$ cat config.mk
export PLATFORM = sky130hd
export DESIGN_NAME = cinsn_expand
export DESIGN_NICKNAME = d
export VERILOG_FILES = /design/src/rtl/cinsn_expand.sv
export SDC_FILE = /design/constraint.sdc
export NUM_CORES = 1
export LEC_CHECK = 0
export ABC_AREA = 1
export BUFFER_PORTS_ARGS = -buffer_cell sky130_fd_sc_hd__buf_4
export CAP_MARGIN = 10
export CORE_MARGIN = 2
export CORE_UTILIZATION = 43
export DETAILED_ROUTE_END_ITERATION = 8
export GPL_ROUTABILITY_DRIVEN = 1
export PLACE_DENSITY = 0.68
export SLEW_MARGIN = 10
export SYNTH_ARGS = -nofsm -noshare
export SYNTH_HDL_FRONTEND = slang
export SYNTH_SLANG_ARGS = --single-unit
export TNS_END_PERCENT = 50
$ cat constraint.sdc
create_clock -name clk -period 2.29 [get_ports clk]
set_input_delay 0.229 -clock clk [delete_from_list [all_inputs] [get_ports clk]]
set_output_delay 0.229 -clock clk [all_outputs]
set_load 0.05 [all_outputs]
$ cat src/rtl/cinsn_expand.sv
module cinsn_expand (
  input  logic        clk,
  input  logic        rst_n,
  input  logic        in_valid,
  input  logic [31:0] fetch_word,
  input  logic        hi_half_sel,
  input  logic        arch_v5,
  output logic        out_valid,
  output logic [31:0] out_word,
  output logic        out_undef
);

  logic [15:0] ins;
  logic [2:0]  rd, rs, rn, rh;
  logic [3:0]  hd, hs;
  logic [31:0] alu_base;
  logic [1:0]  alu_cls;
  logic [31:0] dec_word;
  logic        dec_undef;

  assign ins = hi_half_sel ? fetch_word[31:16] : fetch_word[15:0];
  assign rd  = ins[2:0];
  assign rs  = ins[5:3];
  assign rn  = ins[8:6];
  assign rh  = ins[10:8];
  assign hd  = {ins[7], ins[2:0]};
  assign hs  = {ins[6], ins[5:3]};

  // class: 0 plain, 1 shift by register, 2 negate, 3 multiply
  always_comb begin
    alu_cls = 2'd0;
    case (ins[9:6])
      4'd0:  alu_base = 32'hE0100000;
      4'd1:  alu_base = 32'hE0300000;
      4'd2:  begin alu_base = 32'hE1B00010; alu_cls = 2'd1; end
      4'd3:  begin alu_base = 32'hE1B00030; alu_cls = 2'd1; end
      4'd4:  begin alu_base = 32'hE1B00050; alu_cls = 2'd1; end
      4'd5:  alu_base = 32'hE0B00000;
      4'd6:  alu_base = 32'hE0D00000;
      4'd7:  begin alu_base = 32'hE1B00070; alu_cls = 2'd1; end
      4'd8:  alu_base = 32'hE1100000;
      4'd9:  begin alu_base = 32'hE2700000; alu_cls = 2'd2; end
      4'd10: alu_base = 32'hE1500000;
      4'd11: alu_base = 32'hE1700000;
      4'd12: alu_base = 32'hE1900000;
      4'd13: begin alu_base = 32'hE0100090; alu_cls = 2'd3; end
      4'd14: alu_base = 32'hE1D00000;
      default: alu_base = 32'hE1F00000;
    endcase
  end

  always_comb begin
    dec_word  = 32'd0;
    dec_undef = 1'b0;
    case (ins[15:11])
      5'd0, 5'd1, 5'd2:
        dec_word = 32'hE1B00000 | (32'(ins[12:11]) << 5) | (32'(ins[10:6]) << 7)
                 | 32'(rs) | (32'(rd) << 12);
      5'd3: begin
        case (ins[10:9])
          2'd0: dec_word = 32'hE0900000;
          2'd1: dec_word = 32'hE0500000;
          2'd2: dec_word = 32'hE2900000;
          default: dec_word = 32'hE2500000;
        endcase
        dec_word = dec_word | 32'(rn) | (32'(rs) << 16) | (32'(rd) << 12);
      end
      5'd4, 5'd5, 5'd6, 5'd7: begin
        case (ins[12:11])
          2'd0: dec_word = 32'hE3B00000;
          2'd1: dec_word = 32'hE3500000;
          2'd2: dec_word = 32'hE2900000;
          default: dec_word = 32'hE2500000;
        endcase
        dec_word = dec_word | 32'(ins[7:0]) | (32'(rh) << 16) | (32'(rh) << 12);
      end
      5'd8: begin
        if (!ins[10]) begin
          case (alu_cls)
            2'd0: dec_word = alu_base | (32'(rd) << 16) | (32'(rd) << 12) | 32'(rs);
            2'd1: dec_word = alu_base | (32'(rd) << 12) | 32'(rd) | (32'(rs) << 8);
            2'd2: dec_word = alu_base | (32'(rd) << 12) | (32'(rs) << 16);
            default: dec_word = alu_base | (32'(rd) << 16) | (32'(rd) << 8) | 32'(rs);
          endcase
        end else begin
          case (ins[9:6])
            4'd1, 4'd2, 4'd3:
              dec_word = 32'hE0800000 | (32'(hd) << 16) | (32'(hd) << 12) | 32'(hs);
            4'd5, 4'd6, 4'd7:
              dec_word = 32'hE1500000 | (32'(hd) << 16) | (32'(hd) << 12) | 32'(hs);
            4'd9, 4'd10, 4'd11:
              dec_word = 32'hE1A00000 | (32'(hd) << 16) | (32'(hd) << 12) | 32'(hs);
            4'd12, 4'd13:
              dec_word = 32'hE12FFF10 | 32'(ins[6:3]);
            4'd14, 4'd15: begin
              if (arch_v5) dec_word = 32'hE12FFF30 | 32'(ins[6:3]);
              else         dec_undef = 1'b1;
            end
            default: dec_undef = 1'b1;
          endcase
        end
      end
      5'd9:
        dec_word = 32'hE59F0000 | (32'(rh) << 12) | (32'(ins[7:0]) << 2);
      5'd10, 5'd11: begin
        case ({ins[9], ins[11:10]})
          3'b000: dec_word = 32'hE7800000;
          3'b001: dec_word = 32'hE7C00000;
          3'b010: dec_word = 32'hE7900000;
          3'b011: dec_word = 32'hE7D00000;
          3'b100: dec_word = 32'hE18000B0;
          3'b101: dec_word = 32'hE19000D0;
          3'b110: dec_word = 32'hE19000B0;
          default: dec_word = 32'hE19000F0;
        endcase
        dec_word = dec_word | (32'(rd) << 12) | (32'(rs) << 16) | 32'(rn);
      end
      5'd12, 5'd13, 5'd14, 5'd15: begin
        case (ins[12:11])
          2'd0: dec_word = 32'hE5800000;
          2'd1: dec_word = 32'hE5900000;
          2'd2: dec_word = 32'hE5C00000;
          default: dec_word = 32'hE5D00000;
        endcase
        dec_word = dec_word | (32'(rd) << 12) | (32'(rs) << 16)
                 | (ins[12] ? 32'(ins[10:6]) : (32'(ins[10:6]) << 2));
      end
      5'd16, 5'd17:
        dec_word = (ins[11] ? 32'hE1D000B0 : 32'hE1C000B0)
                 | (32'(rd) << 12) | (32'(rs) << 16)
                 | (32'(ins[8:6]) << 1) | (32'(ins[10:9]) << 8);
      5'd18, 5'd19:
        dec_word = (ins[11] ? 32'hE59D0000 : 32'hE58D0000)
                 | (32'(rh) << 12) | (32'(ins[7:0]) << 2);
      5'd20, 5'd21:
        dec_word = (ins[11] ? 32'hE28D0F00 : 32'hE28F0F00)
                 | (32'(rh) << 12) | 32'(ins[7:0]);
      5'd22, 5'd23: begin
        case (ins[11:8])
          4'h0: dec_word = (ins[7] ? 32'hE24DDF00 : 32'hE28DDF00) | 32'(ins[6:0]);
          4'h4: dec_word = 32'hE92D0000 | 32'(ins[7:0]);
          4'h5: dec_word = 32'hE92D4000 | 32'(ins[7:0]);
          4'hC: dec_word = 32'hE8BD0000 | 32'(ins[7:0]);
          4'hD: dec_word = 32'hE8BD8000 | 32'(ins[7:0]);
          4'hE: begin
            if (arch_v5) dec_word = 32'hE1200070 | (32'(ins[7:4]) << 8) | 32'(ins[3:0]);
            else         dec_undef = 1'b1;
          end
          default: dec_undef = 1'b1;
        endcase
      end
      5'd24, 5'd25:
        dec_word = (ins[11] ? 32'hE8B00000 : 32'hE8A00000)
                 | (32'(rh) << 16) | 32'(ins[7:0]);
      5'd27: begin
        if (ins[10:8] == 3'b111) dec_word = 32'hEF000000 | 32'(ins[7:0]);
        else                     dec_undef = 1'b1;
      end
      default: dec_undef = 1'b1;
    endcase
    if (dec_undef) dec_word = 32'd0;
  end

  always_ff @(posedge clk) begin
    if (!rst_n) begin
      out_valid <= 1'b0;
      out_word  <= 32'd0;
      out_undef <= 1'b0;
    end else begin
      out_valid <= in_valid;
      if (in_valid) begin
        out_word  <= dec_word;
        out_undef <= dec_undef;
      end
    end
  end

  AST_PULSE_FOLLOWS: assert property (@(posedge clk) disable iff (!rst_n) in_valid |=> out_valid);
  AST_NO_SPURIOUS: assert property (@(posedge clk) disable iff (!rst_n) !in_valid |=> !out_valid);
  AST_HOLD_IDLE: assert property (@(posedge clk) disable iff (!rst_n) !in_valid |=> $stable(out_word) && $stable(out_undef));
  AST_UNDEF_ZERO: assert property (@(posedge clk) disable iff (!rst_n) out_undef |-> out_word == 32'd0);
  AST_COND_ALWAYS: assert property (@(posedge clk) disable iff (!rst_n) out_valid && !out_undef |-> out_word[31:28] == 4'hE);
  AST_BLX_GATED: assert property (@(posedge clk) disable iff (!rst_n) in_valid && !arch_v5 && ins[15:7] == 9'b010001111 |=> out_undef);
  AST_BKPT_GATED: assert property (@(posedge clk) disable iff (!rst_n) in_valid && !arch_v5 && ins[15:8] == 8'hBE |=> out_undef);
  AST_SWI_FIELD: assert property (@(posedge clk) disable iff (!rst_n) in_valid && ins[15:8] == 8'hDF |=> out_word == {24'hEF0000, $past(ins[7:0])});

endmodule

Word level (Yosys, flattened, before mapping)
Index checks and enable logic that the tools add are counted.
{"block": "word_totals", "in_bits": 37, "elab_cells": 162, "reg_bits": 34}
{"block": "classes", "muxes": 32, "reduce_logical": 25, "eq_ne": 59, "bitwise": 43}
{"operator": "32-bit one-hot mux with 13 select lines", "count": 1}
{"operator": "26-bit one-hot mux with 15 select lines", "count": 1}
{"operator": "32-bit by 15-bit bitwise OR with 32-bit output", "count": 10}
{"operator": "32-bit 2-to-1 mux", "count": 9}
{"operator": "32-bit by 19-bit bitwise OR with 32-bit output", "count": 8}
{"operator": "32-bit by 3-bit bitwise OR with 32-bit output", "count": 6}
{"operator": "32-bit one-hot mux with 6 select lines", "count": 1}
{"operator": "27-bit one-hot mux with 7 select lines", "count": 1}
{"operator": "32-bit by 4-bit bitwise OR with 32-bit output", "count": 5}
{"operator": "32-bit one-hot mux with 5 select lines", "count": 1}
{"operator": "32-bit by 10-bit bitwise OR with 32-bit output", "count": 3}
{"operator": "32-bit by 16-bit bitwise OR with 32-bit output", "count": 3}
{"operator": "32-bit by 8-bit bitwise OR with 32-bit output", "count": 3}
{"operator": "32-bit one-hot mux with 3 select lines", "count": 1}
{"operator": "26-bit one-hot mux with 3 select lines", "count": 1}
{"operator": "25-bit one-hot mux with 3 select lines", "count": 1}
{"operator": "23-bit one-hot mux with 3 select lines", "count": 1}
{"operator": "32-bit by 11-bit bitwise OR with 32-bit output", "count": 2}
{"operator": "32-bit by 7-bit bitwise OR with 32-bit output", "count": 2}
{"operator": "21-bit 2-to-1 mux", "count": 3}
{"operator": "5-bit equality test, second input constant", "count": 11}
{"operator": "4-bit equality test, second input constant", "count": 11}
{"operator": "5-bit by 4-bit equality test with 1-bit output, second input constant", "count": 8}
{"operator": "32-bit by 12-bit bitwise OR with 32-bit output", "count": 1}
{"operator": "other kinds (29)", "count": 65}

Logic depth before layout (Yosys ltp)
Gate-level depths: netlist (run 1).
{"block": "logic_depth", "ltp_word": 10, "depth_mapped": 17}

Worst setup path before layout (run 1)
No wires, ideal clock.
{"block": "synth_timing", "path_kind": "in2reg", "startpoint": "in hi_half_sel", "endpoint": "reg out_word[0]", "t_arrival_ns": 1.531, "slack_ns": 0.627, "path_stages": 12, "setup_time_ns": 0.132, "path_buffers": 2, "cell_sequence": "buf_6 buf_6 o21ai_4 nand2_4 nand2_1 nand2_1 o21ai_1 nor2_1 nand2_1 nand3_1 nand2_1 a21oi_1"}
{"block": "synth_between", "elab_chain_cells": 9, "elab_cells_between_ends": 107, "classes_between": "48 x eq/ne; 17 x mux; 21 x bitwise; 21 x reduce/logical"}
{"item": "start: declaration", "line": "6", "source": "input logic hi_half_sel,"}
{"item": "16-bit 2-to-1 mux *", "line": "21", "source": "assign ins = hi_half_sel ? fetch_word[31:16] : fetch_word[15:0];"}
{"item": "4-bit by 3-bit equality test with 1-bit output, or another cell as far along", "line": "32, 86"}
{"item": "4-bit OR reduction (no source line)"}
{"item": "2-bit one-hot mux with 3 select lines", "line": "32", "source": "case (ins[9:6])"}
{"item": "2-bit equality test, or another cell as far along", "line": "79", "source": "case (alu_cls)"}
{"item": "32-bit one-hot mux with 3 select lines", "line": "79"}
{"item": "32-bit 2-to-1 mux", "line": "78", "source": "if (!ins[10]) begin"}
{"item": "32-bit one-hot mux with 13 select lines", "line": "55", "source": "case (ins[15:11])"}
{"item": "32-bit 2-to-1 mux *", "line": "161", "source": "if (dec_undef) dec_word = 32'd0;"}
{"item": "end signal: assignment", "line": "172", "source": "out_word <= dec_word;"}
{"item": "end: declaration", "line": "9", "source": "output logic [31:0] out_word,"}
Every way passes the cells marked *; elsewhere a longest branch is shown, timed or not.
A chain may end at the register's enable or synchronous reset.

Worst setup path in the final report (run 1)
{"block": "layout_timing", "startpoint": "in hi_half_sel", "endpoint": "reg out_word[30]"}
Same word-level chain as after synthesis.

==> results.md, run 1 <==
- The flow ran to the end, and the final reports show no timing, DRC or antenna violations.
- The routed design has 13.8 mm of wire.
- The cell internal power dissipation is 1.25 mW.
- Setup total negative slack on the finished layout was measured at 0 ns.
- The net load switching power is 0.917 mW.
- The number of buffers added for setup after CTS is 0.
- The die is 91.5 um tall.
- The cell occurring most often along the worst timing path is sky130_fd_sc_hd__nand2_1.
- The maximum fanout encountered on the critical timing path is 19.
- The worst clock skew is 0 ns.
- The average footprint of a synthesized cell is 5.59 sq um.
- The total nets after synthesis is 626.
- After synthesis, the most frequently instantiated cells are 218 x sky130_fd_sc_hd__nand2_1, 48 x sky130_fd_sc_hd__a21oi_1, 42 x sky130_fd_sc_hd__nor2_1, 40 x sky130_fd_sc_hd__inv_1, 34 x sky130_fd_sc_hd__nand3_1.
- Global routing used 53.5% of the available met2 tracks.
- The delay of the slowest critical-path stage is 0.48 ns.
- Compared with the post-synthesis result, the final layout area differs by 26.8%.
- The setup slack after layout is 0.271 ns.
- The global route total overflow is 0.
- For this design, the slowest cell found on the critical path is sky130_fd_sc_hd__o21ai_1.
- The final critical delay including setup and external delays is 2.02 ns.
- The most crowded layer after global routing is met2.
- The pre-antenna-repair detailed-routing pass consisted of 5 iterations.
- The kind of cell adding the most delay to the critical path is simple AND/OR/NAND/NOR gates.
- For this design the top-level I/O count stands at 71.
- In this run the tool buffered the top-level ports with 69 buffer cells.
- The CTS tree is built.
- The endpoint kind of the worst setup timing path is a register.
- Setup repair after global routing left no endpoint under its margin.
- The HPWL after detailed placement is 10.9 mm.
- At the end of routability-driven placement, the weighted congestion stood at 1.04.
- The via count of the first global-routing pass is 4129.
- For this run, the post-layout net count is 714.
- The met1 layer usage reported by global route is 43.1%.
- The most common cell in the synthesized netlist is sky130_fd_sc_hd__nand2_1.
- The number of hold buffers added after CTS is 0.
- The number of sinks handled by clock tree synthesis is 31.
- OpenSTA, run right after detailed placement, puts the worst setup slack at 0.0218 ns.
- The combinational group share of total power is 46.1%.
- The critical path goes through buf_4, buf_4, nand2_1, nand2_1, nand2_1, nand2_1, nand2_1, o21ai_1, nand4_1, nand2_1, a21oi_1.
- The count of filler cells inserted in the layout is 755.
- The share of the yosys chip area belonging to registers is 18.8%.
- The total buffers and inverters traversed by the critical path is 2.
- The number of antenna violations at the first check in global routing came to 0.
- The maximum vdd drop is 0.292 mV.
- After clock tree synthesis, the repair step resized 0 gates.
- The fraction of layout cells with a size suffix above 1 is 26.3%.
- For this run, asynchronously set or reset flops after synthesis account for 0%.
- The max-cap violation count is 0.
- Summed over all cells, the static leakage comes to 2.12 nW.
- The slew at the pin closest to its max-slew limit is 0.910 ns.
- CTS placed an instance of sky130_fd_sc_hd__clkbuf_8 at the clock tree root.
- The number of vias per cell after detailed routing is 5.62.
- The arrival time at the worst endpoint is 2.14 ns.
- The average detailed-routed wire length per instance is 17.7 um.
- The portion of total power attributed to sequential cells is 27.9%.
- The detailed router placed 4365 vias in this run.
- The overall power after layout is 2.16 mW.
- The die covers 0.00838 sq mm.
- In the synthesized netlist the dominant register cell turns out to be sky130_fd_sc_hd__dfxtp_1.
- The global router's overall resource usage is 32.7%.
- The clock-pin transition on the worst setup and hold timing paths is 0.07 ns.
- The library cell occupying the most area in the post-synthesis netlist is sky130_fd_sc_hd__nand2_1.
- For this run, global-route usage on met3 was measured as 3.57%.
- After detailed routing, the number of remaining DRC violations is 0.
- In this run, synthesis inferred 0 flip-flops with an integrated enable.
- The number of warning messages in the yosys log is 0.
- The clock latency on the worst-skew pair is 0.27 ns.
- The number of core rows is 31.
- The initial utilization of the core area, before any placement, comes to 44.9%.
- The number of antenna diodes in the final layout is 0.
- The first global-routing pass estimated 21.5 mm of wire.
- The number of nets with antenna violations after detailed routing is 0.
- STA classifies the critical path startpoint as a primary input.
- Of the post-synthesis cell area, the dominant cell type holds 24.8%.
- The deepest clock path buffer count is 2.
- The post-synthesis instance total is 589.
- For this run, the top clock speed supported by timing is 495 MHz.
- The number of pins exceeding their max-slew limit in the final report is 0.
- The path class of the tightest hold or removal check is in2reg.
- The TritonCTS buffer count is 5.
- The number of levels in the clock H-tree is 2.
- The final critical-path share of the clock period is 88.2%.
- The area of the core is 0.00733 sq mm.
- The die is 91.5 um wide.
- The category of the critical setup timing path is in2reg.
- In this run, the number of DRC markers left after iteration 0 of detailed routing was 484.
- The worst endpoint required time is 2.41 ns.
- The power share of the clock group is 26.0%.
- The total count of hold-check failures in the final report is 0.
- The power per standard cell area is 518 mW/mm^2.
- The switching part of the total power is 42.4%.
- The maximum number of pins on one net before global-route repair is 34.
- The number of synthesized register bits is 31.
- The worst max-slew margin expressed relative to the limit is 39.3%.
- The number of setup violations in the final report is 0.
- On the final layout, the worst hold slack is 0.156 ns.
- The number of unique standard cell types used by synthesis is 37.
- The mapped cell area is 0.00329 sq mm.
- Sorting the synthesized cells by area gives the leading types as sky130_fd_sc_hd__nand2_1 25%, sky130_fd_sc_hd__dfxtp_1 19%, sky130_fd_sc_hd__a21oi_1 7.3%.
-- through the flow --
step | instance area, sq um | cells | util (%)
4_1_cts | 4180 | 777 | 57.0
2_1_floorplan | 3290 | 589 | -
5_1_grt | 4180 | 777 | 57.0
3_5_place_dp | 4060 | 769 | 55.4
3_3_place_gp | 4060 | 769 | 55.4
6_report | 4180 | 777 | 57.0
-- worst reg2reg max path, delay by kind of cell, from the launching register on --
kind | cells | cell delay, ns
compound gates | 1 | 0.17
flops | 1 | 0.40
simple gates | 1 | 0.07
-- path summary, 6_finish.rpt --
check | startpoint | endpoint | slack (ns) | cells after the start
worst max-delay path | hi_half_sel | out_word[30] | 0.27 | 11
worst min-delay path | rst_n | out_valid | 0.16 | 3
worst max register to register | out_word[21] | out_word[21] | 1.57 | 2
worst min register to register | out_word[0] | out_word[0] | 0.46 | 2
-- cell usage in the layout (no fill, tap or decap), drive strengths merged, types with 4 or more instances in the layout --
cell	count
nand2	235
buf	105
nor2	63
inv	55
a21oi	48
o21ai	47
nand3	39
dfxtp	31
o211ai	10
nand4	9
clkbuf	6
nor3	5
o22ai	4
-- state kept, by name, indices dropped and copies added, names as in the netlist --
signal / flops
out_word: 29
out_valid: 1
out_undef: 1
-- final cells by class --
| cell class | count | area [sq um] | area share [%] |
|---|---|---|---|
| Inverter | 56 | 210 | 5.03 |
| Timing Repair Buffer | 105 | 788 | 18.9 |
| Sequential cell | 31 | 621 | 14.9 |
| Clock inverter | 2 | 35.0 | 0.839 |
| Tap cell | 99 | 124 | 2.96 |
| Clock buffer | 6 | 82.6 | 1.98 |
| Multi-Input combinational cell | 478 | 2320 | 55.5 |
-- cell families (layout without fill, tap and decap cells) --
family	after synthesis	after routing	synth area share, %
AO/OA/AOI/OAI	123	123	21.4
buffers and inverters	80	169	10.8
flip-flops	31	31	18.8
other	1	1	0.114
AND/OR/NAND/NOR	354	354	48.8
-- per-layer routing --
| metal | up-vias | share of wire, % | wire length (um) |
|---|---|---|---|
| met2 | 277 | 45 | 6170 |
| met3 | 49 | 8.6 | 1190 |
| met5 | - | 0 | 0 |
| li1 | 2089 | - | - |
| met1 | 1950 | 42 | 5790 |
| met4 | 0 | 4.5 | 626 |
-- power by group through the flow --
stage	clock, mW	sequential [mW]	combinational, mW
floorplan	0	0.747	0.511
detailed placement	0	0.615	0.974
finish	0.563	0.603	0.997
CTS	0.562	0.604	0.977
global placement	0	0.614	0.974
global route	0.581	0.607	1.07
Power figures use the tool's default switching activity.
==> inputs of run 2 (changes only) <==
--- a/config.mk
+++ b/config.mk
@@ -13,6 +13,7 @@
 export DETAILED_ROUTE_END_ITERATION = 8
 export GPL_ROUTABILITY_DRIVEN = 1
 export PLACE_DENSITY = 0.68
+export REMOVE_ABC_BUFFERS = 1
 export SLEW_MARGIN = 10
 export SYNTH_ARGS = -nofsm -noshare
 export SYNTH_HDL_FRONTEND = slang
==> run 2 against run 1 <==
  * Core utilization fell by 0.65 points
  * Design area down 1.1%
  * Worst hold slack lost 0.025 ns
  * Combinational power fell by 3.1%
  * Sequential share of layout area rose by 0.17 points
  * Non-clock buffer count is 8 lower
  * Sequential power hardly changed
  * Clock-buffer cell count unchanged
  * Register-to-register slack improved by 0.02 ns
  * First-iteration DRC count is 14% lower
  * Worst setup slack worse by 0.029 ns
  * Cell count decreased by 1.0%
  * Critical path type unchanged
  * Largest power group unchanged
  * Highest routed layer unchanged
==> results.md, run 2 (synthesis gave the netlist of run 1 again) <==
- The flow ran to the end, and the final reports show no timing, DRC or antenna violations.
- Setup repair after global routing left no endpoint under its margin.
- Counting flops per register, the top entry is out_word.
- STA classifies the critical path startpoint as a primary input.
- The number of antenna violations at the first check in global routing is 0.
- Summed over all layers, the global routing overflow is 0.
- The number of resized instances in the post-cts repair step is 0.
- Setup violations remaining at the end of the flow were counted as 0.
- The die extent in x is 91.5 um.
- In the global route stage, overall resource usage came out at 30.4%.
- The final critical-path share of the clock period is 89.4%.
- Before antenna repair, the detailed router went through 8 iterations.
- The combinational group share of total power is 45.2%.
- Counting every sink on the clock net gives 31.
- The arrival time at the worst endpoint is 2.18 ns.
- The worst clock skew is 0 ns.
- After layout, the design draws a total of 2.14 mW.
- Detailed placement ended at an HPWL of 9.96 mm.
- The total count of hold-check failures in the final report came to 0.
- The library cell used as clock root buffer is sky130_fd_sc_hd__clkbuf_8.
- The die height is 91.5 um.
- Of the total power, the share spent switching nets is 42.0%.
- The number of clock buffers added by TritonCTS is 5.
- The maximum fanout encountered on the critical timing path is 15.
- The power share of the clock group is 26.8%.
- STA puts the critical path data required time at 2.43 ns.
- The number of hold buffers added after CTS is 0.
- The worst hold slack across all endpoints is 0.130 ns.
- The deepest clock path buffer count is 2.
- The top cell types in the final layout, fill and taps aside, are 218 x sky130_fd_sc_hd__nand2_1, 96 x sky130_fd_sc_hd__buf_4, 48 x sky130_fd_sc_hd__a21oi_1.
- CTS built an H-tree with a depth of 2.
- TritonCTS built the clock tree.
- In this run the static leakage power is 2.09 nW.
- The area of the core is 0.00733 sq mm.
- The detailed router finished its first iteration with 417 violations.
- The register with the most flip-flops in the layout has 29 of them.
- The analysis attributes to net switching a power of 0.899 mW.
- The detail route stage leaves a number of antenna-violating nets equal to 0.
- The worst path needs 2.05 ns of the cycle, external delays included.
- Across the run, the number of max-cap violations was 0.
- The number of port buffers is 69.
- The initial core utilization is 44.9%.
- The critical path is of the in2reg type.
- The via count of the first global-routing pass is 4057.
- The summed negative setup slack over all endpoints is 0 ns.
- The slew at the pin closest to its max-slew limit is 0.836 ns.
- The layout overhead on the synthesized area is 25.4%.
- Internal power comes to 1.24 mW.
- The routed wire length is 12.7 mm.
- The worst min-delay path category is in2reg.
- The maximum vdd drop is 0.405 mV.
- After detailed routing, the average wire length per cell comes to 16.6 um.
- The clock latency on the worst-skew pair is 0.29 ns.
- After clock tree synthesis, the clock-pin slew on the worst setup and hold paths is 0.07 ns.
- The portion of total power attributed to sequential cells is 28.1%.
- The fraction of layout cells with a size suffix above 1 is 25.4%.
- The worst pin sits at a relative slew slack of 44.2%.
- The top-level port count is 71.
- The number of core rows is 31.
- The number of vias after detailed routing is 4306.
- The count of nets after finishing is 706.
- The number of antenna diodes in the final layout is 0.
- The number of pins exceeding their max-slew limit in the final report is 0.
- Static timing analysis puts the maximum clock frequency at 488 MHz.
- The first global-routing pass estimated 20.2 mm of wire.
- Entering global routing, the biggest net connects 34 pins.
- The largest registers in the layout are out_word: 29 flops, out_undef: 1 flops, out_valid: 1 flops.
- The endpoint kind of the worst setup timing path is a register.
- The leading cell type in the layout, fill and taps excluded is sky130_fd_sc_hd__nand2_1.
- The number of vias per cell after detailed routing is 5.60.
- The die covers 0.00838 sq mm.
- Dividing total power by cell area gives a power density of 518 mW/mm^2.
- The weighted congestion at the end of routability-driven global placement is 1.03.
- The detailed-route DRC error count is 0.
- The number of buffers added for setup after CTS is 0.
[run 2: cell types whose count changed in the layout (fill, tap and decap cells not counted)]
cell                     delta
sky130_fd_sc_hd__buf_12     +1
sky130_fd_sc_hd__buf_4      -9
[run 2: power groups by stage]
stage                     combinational, mW  clock [mW]  sequential, mW
after floorplan                       0.460           0           0.761
after global placement                0.947           0           0.610
final                                 0.966       0.572           0.600
after CTS                             0.953       0.577           0.601
after global routing                   1.04       0.603           0.605
after detailed placement              0.949           0           0.613
[run 2: area by class of cell]
cell class	count	area [sq um]
Multi-Input combinational cell	478	2320
Clock inverter	2	35.0
Tap cell	99	124
Timing Repair Buffer	97	741
Fill cell	777	3200
Sequential cell	31	621
Clock buffer	6	82.6
Inverter	56	210
[run 2: path summary, 6_finish.rpt]
| check | start | endpoint | slack (ns) | cells after the start |
|---|---|---|---|---|
| worst max register to register | out_word[30] | out_word[30] | 1.59 | 2 |
| worst max-delay path | hi_half_sel | out_word[18] | 0.24 | 15 |
| worst min register to register | out_word[7] | out_word[7] | 0.46 | 2 |
| worst min-delay path | rst_n | out_valid | 0.13 | 3 |
[run 2: through the flow]
stage | area, sq um | util, % | setup slack [ns] | instances
after global placement | 4010 | 54.7 | 0.0869 | 761
after CTS | 4130 | 56.3 | 0.317 | 769
after global routing | 4130 | 56.3 | 0.0805 | 769
final | 4130 | 56.3 | 0.243 | 769
after floorplan | 3150 | - | 0.291 | 565
after detailed placement | 4010 | 54.7 | 0.0199 | 761
[run 2: routing by layer]
layer  vias to the layer above  routed length, um  track usage [%]  part of all wire, %
met5                         -                  0                0                    0
met2                       224               5750             48.7                   45
met4                         0                667             16.5                  5.2
li1                       2081                  -                -                    -
met3                        58                988             6.31                  7.8
met1                      1943               5330             38.1                   42
[run 2: critical path, stage by stage]
cell                      delay (ns)
sky130_fd_sc_hd__buf_4          0.16
sky130_fd_sc_hd__inv_2          0.23
sky130_fd_sc_hd__nand2_1        0.10
sky130_fd_sc_hd__nand2_2        0.12
sky130_fd_sc_hd__inv_2          0.06
sky130_fd_sc_hd__nand2_1        0.18
sky130_fd_sc_hd__inv_2          0.09
sky130_fd_sc_hd__nand2_4        0.11
sky130_fd_sc_hd__inv_2          0.10
sky130_fd_sc_hd__a21oi_1        0.29
sky130_fd_sc_hd__nand2_1        0.08
sky130_fd_sc_hd__nor2_1         0.17
sky130_fd_sc_hd__nand2_1        0.10
sky130_fd_sc_hd__nand2_1        0.07
sky130_fd_sc_hd__a21oi_1        0.06
==> inputs of run 3 (changes only) <==
--- a/config.mk
+++ b/config.mk
@@ -12,6 +12,7 @@
 export CORE_UTILIZATION = 43
 export DETAILED_ROUTE_END_ITERATION = 8
 export GPL_ROUTABILITY_DRIVEN = 1
+export MAX_ROUTING_LAYER = met4
 export PLACE_DENSITY = 0.68
 export REMOVE_ABC_BUFFERS = 1
 export SLEW_MARGIN = 10
==> run 3 against run 2 <==
  * Sequential power about the same
  * Worst hold slack gained 0.0054 ns
  * Register-to-register slack better by 0.02 ns
  * Critical endpoint is now out_word[3]
  * Wire length fell by 0.57%
  * Worst setup slack improved by 0.061 ns
==> results.md, run 3 (synthesis gave the netlist of run 1 again) <==
- The placement-stage worst setup slack is 0.0395 ns.
- In this run the post-CTS setup repair buffer count came out at 0.
- The number of pins exceeding their max-slew limit in the final report was 0.
- The setup slack after layout is 0.304 ns.
- The number of flip-flops in the largest register is 29.
- The library cell used most frequently in the layout, excluding fill and tap cells, is sky130_fd_sc_hd__nand2_1.
- The top-level port count is 71.
- The clock latency on the worst-skew pair is 0.28 ns.
- The cell occurring most often along the worst timing path is sky130_fd_sc_hd__nand2_1.
- The flow ran to the end, and the final reports show no timing, DRC or antenna violations.
- The number of resized instances in the post-cts repair step is 0.
- The CTS tree is built.
- The number of levels in the clock H-tree is 2.
- In the final layout, the multi-input gates occupy 0.00232 sq mm.
- The fraction of layout cells with a size suffix above 1 is 25.4%.
- The count of nets after finishing is 706.
- The count of filler cells inserted in the layout is 776.
- The summed negative setup slack over all endpoints is 0 ns.
- For this configuration, the core starts out at a cell density of 44.9%.
- The die height is 91.5 um.
- Routability-driven placement finished with a final weighted congestion of 1.06.
- The wire length of the first global-routing pass is 20.5 mm.
- Of all nets on the critical path, the largest fanout is 15.
- The critical path contains buffers and inverters numbering 6 combined.
- The number of sinks handled by clock tree synthesis is 31.
- The path class of the tightest hold or removal check is in2reg.
- After global routing the overflow that remains totals 0.
- The routed design has 12.7 mm of wire.
- The area of the core is 0.00733 sq mm.
- The average detailed-routed wire length per instance is 16.5 um.
- The library cell used as clock root buffer is sky130_fd_sc_hd__clkbuf_8.
- Compared with the post-synthesis result, the final layout area differs by 25.0%.
- Setup violations remaining at the end of the flow were counted as 0.
- The kind of cell adding the most delay to the critical path is simple AND/OR/NAND/NOR gates.
- The tool flagged a number of max-cap violations equal to 0.
- For the worst setup path, the data required time is 2.43 ns.
- The share of the core filled with cells in the final layout is 56.2%.
- The final critical delay including setup and external delays is 1.99 ns.
- Setup repair after global routing left no endpoint under its margin.
- For this run, the slowest stage of the critical path takes 0.22 ns.
- The deepest clock path buffer count is 2.
- The total iterations of the first detailed-routing run is 5.
- Entering global routing, the biggest net connects 34 pins.
- The floorplan has 31 rows.
- For this run, the top clock speed supported by timing is 503 MHz.
- Global routing used 31.7% of the available tracks across all layers.
- The clock-pin transition on the worst setup and hold timing paths is 0.07 ns.
- The number of nets with antenna violations after detailed routing is 0.
- The worst clock skew is 0 ns.
- The endpoint kind of the worst setup timing path is a register.
- The slew at the pin closest to its max-slew limit is 0.860 ns.
- The startpoint kind of the worst setup timing path is a primary input.
- Traced cell by cell, the critical path runs through buf_4, inv_2, nand2_1, nand2_2, inv_2, nand2_1, inv_2, nand2_4, inv_2, nand2_1, nand2_1, nor2_1, inv_2, nand2_1, nand2_1, nand2_1, a21oi_1.
- Leaving out fill and tap cells, the most frequent cells in the layout are 218 x sky130_fd_sc_hd__nand2_1, 97 x sky130_fd_sc_hd__buf_4, 48 x sky130_fd_sc_hd__a21oi_1.
- In the final layout, the registers with the most flip-flops are out_word: 29 flops, out_undef: 1 flops, out_valid: 1 flops.
- The number of port buffers is 69.
- The final route contains 4254 vias.
- In the routed layout, each cell is associated on average with a via count of 5.53.
- In the routed design, unresolved DRC markers number 0.
- For the worst setup path, the data arrival time is 2.12 ns.
- The worst max-slew margin expressed relative to the limit is 42.6%.
- The category of the critical setup timing path is in2reg.
- Across the VDD grid, the largest voltage drop is 0.391 mV.
- The number of antenna violations at the first check in global routing is 0.
- The via count of the first global-routing pass is 4070.
- TritonCTS created 5 clock buffers.
- After the first detailed-routing iteration, the DRC count stood at 477.
- The worst path uses 86.7% of the clock period.
- Power spread over the standard cell area amounts to 515 mW/mm^2.
- The number of hold buffers added after CTS is 0.
- The die extent in x is 91.5 um.
- The storage element area is 621 sq um.
- Once detailed placement completed, the half-perimeter wirelength came to 10.0 mm.
- On the critical path, the stage with the largest delay is an instance of sky130_fd_sc_hd__inv_2.
- The count of inserted antenna diode cells is 0.
- The total count of hold-check failures in the final report is 0.
- The register name with the most flops is out_word.
- In this run the static leakage power is 2.08 nW.
- The floorplan step defined a die boundary enclosing 0.00838 sq mm.
==> run 3: final timing paths <==
path | from | endpoint | slack, ns | cells past startpoint
setup / recovery | hi_half_sel | out_word[3] | 0.30 | 17
hold / removal | rst_n | out_valid | 0.14 | 3
setup reg to reg | out_word[17] | out_word[17] | 1.61 | 2
hold reg to reg | out_word[1] | out_word[1] | 0.46 | 2
==> run 3: tightest hold or removal path, cell delays in order <==
cell and delay [ns]:
sky130_fd_sc_hd__buf_4 0.09, sky130_fd_sc_hd__nand2_1 0.04, sky130_fd_sc_hd__inv_1 0.04
==> run 3: metal layers <==
layer / GRT usage, % / vias to the layer above / wire [um]
met3: 5.56 / 51 / 1020
li1: - / 2079 / -
met5: - / - / 0
met2: 50.7 / 219 / 5810
met1: 38.8 / 1905 / 5240
met4: 14.4 / 0 / 606
==> run 3: through the flow <==
| stage | power [mW] | hold WS (ns) | cells | area [sq um] |
|---|---|---|---|---|
| after floorplan | 1.22 | 0.322 | 565 | 3150 |
| after global placement | 1.55 | 0.427 | 761 | 4000 |
| after detailed placement | 1.55 | 0.430 | 761 | 4000 |
| after CTS | 2.11 | 0.133 | 769 | 4120 |
| after global routing | 2.24 | 0.132 | 769 | 4120 |
| final | 2.12 | 0.136 | 769 | 4120 |
==> run 3: area by class of cell <==
type,count,area share (%)
clock buffer,6,2.01
clock inverter,2,0.851
inverter,56,5.10
multi-input combinational,478,56.3
sequential,31,15.1
tap,99,3.01
timing repair buffer,97,17.7
==> run 3: power breakdown <==
part | internal, mW | total [mW] | switching, mW
combinational | 0.303 | 0.959 | 0.656
sequential | 0.579 | 0.600 | 0.0207
clock | 0.352 | 0.561 | 0.209
total | 1.23 | 2.12 | 0.886
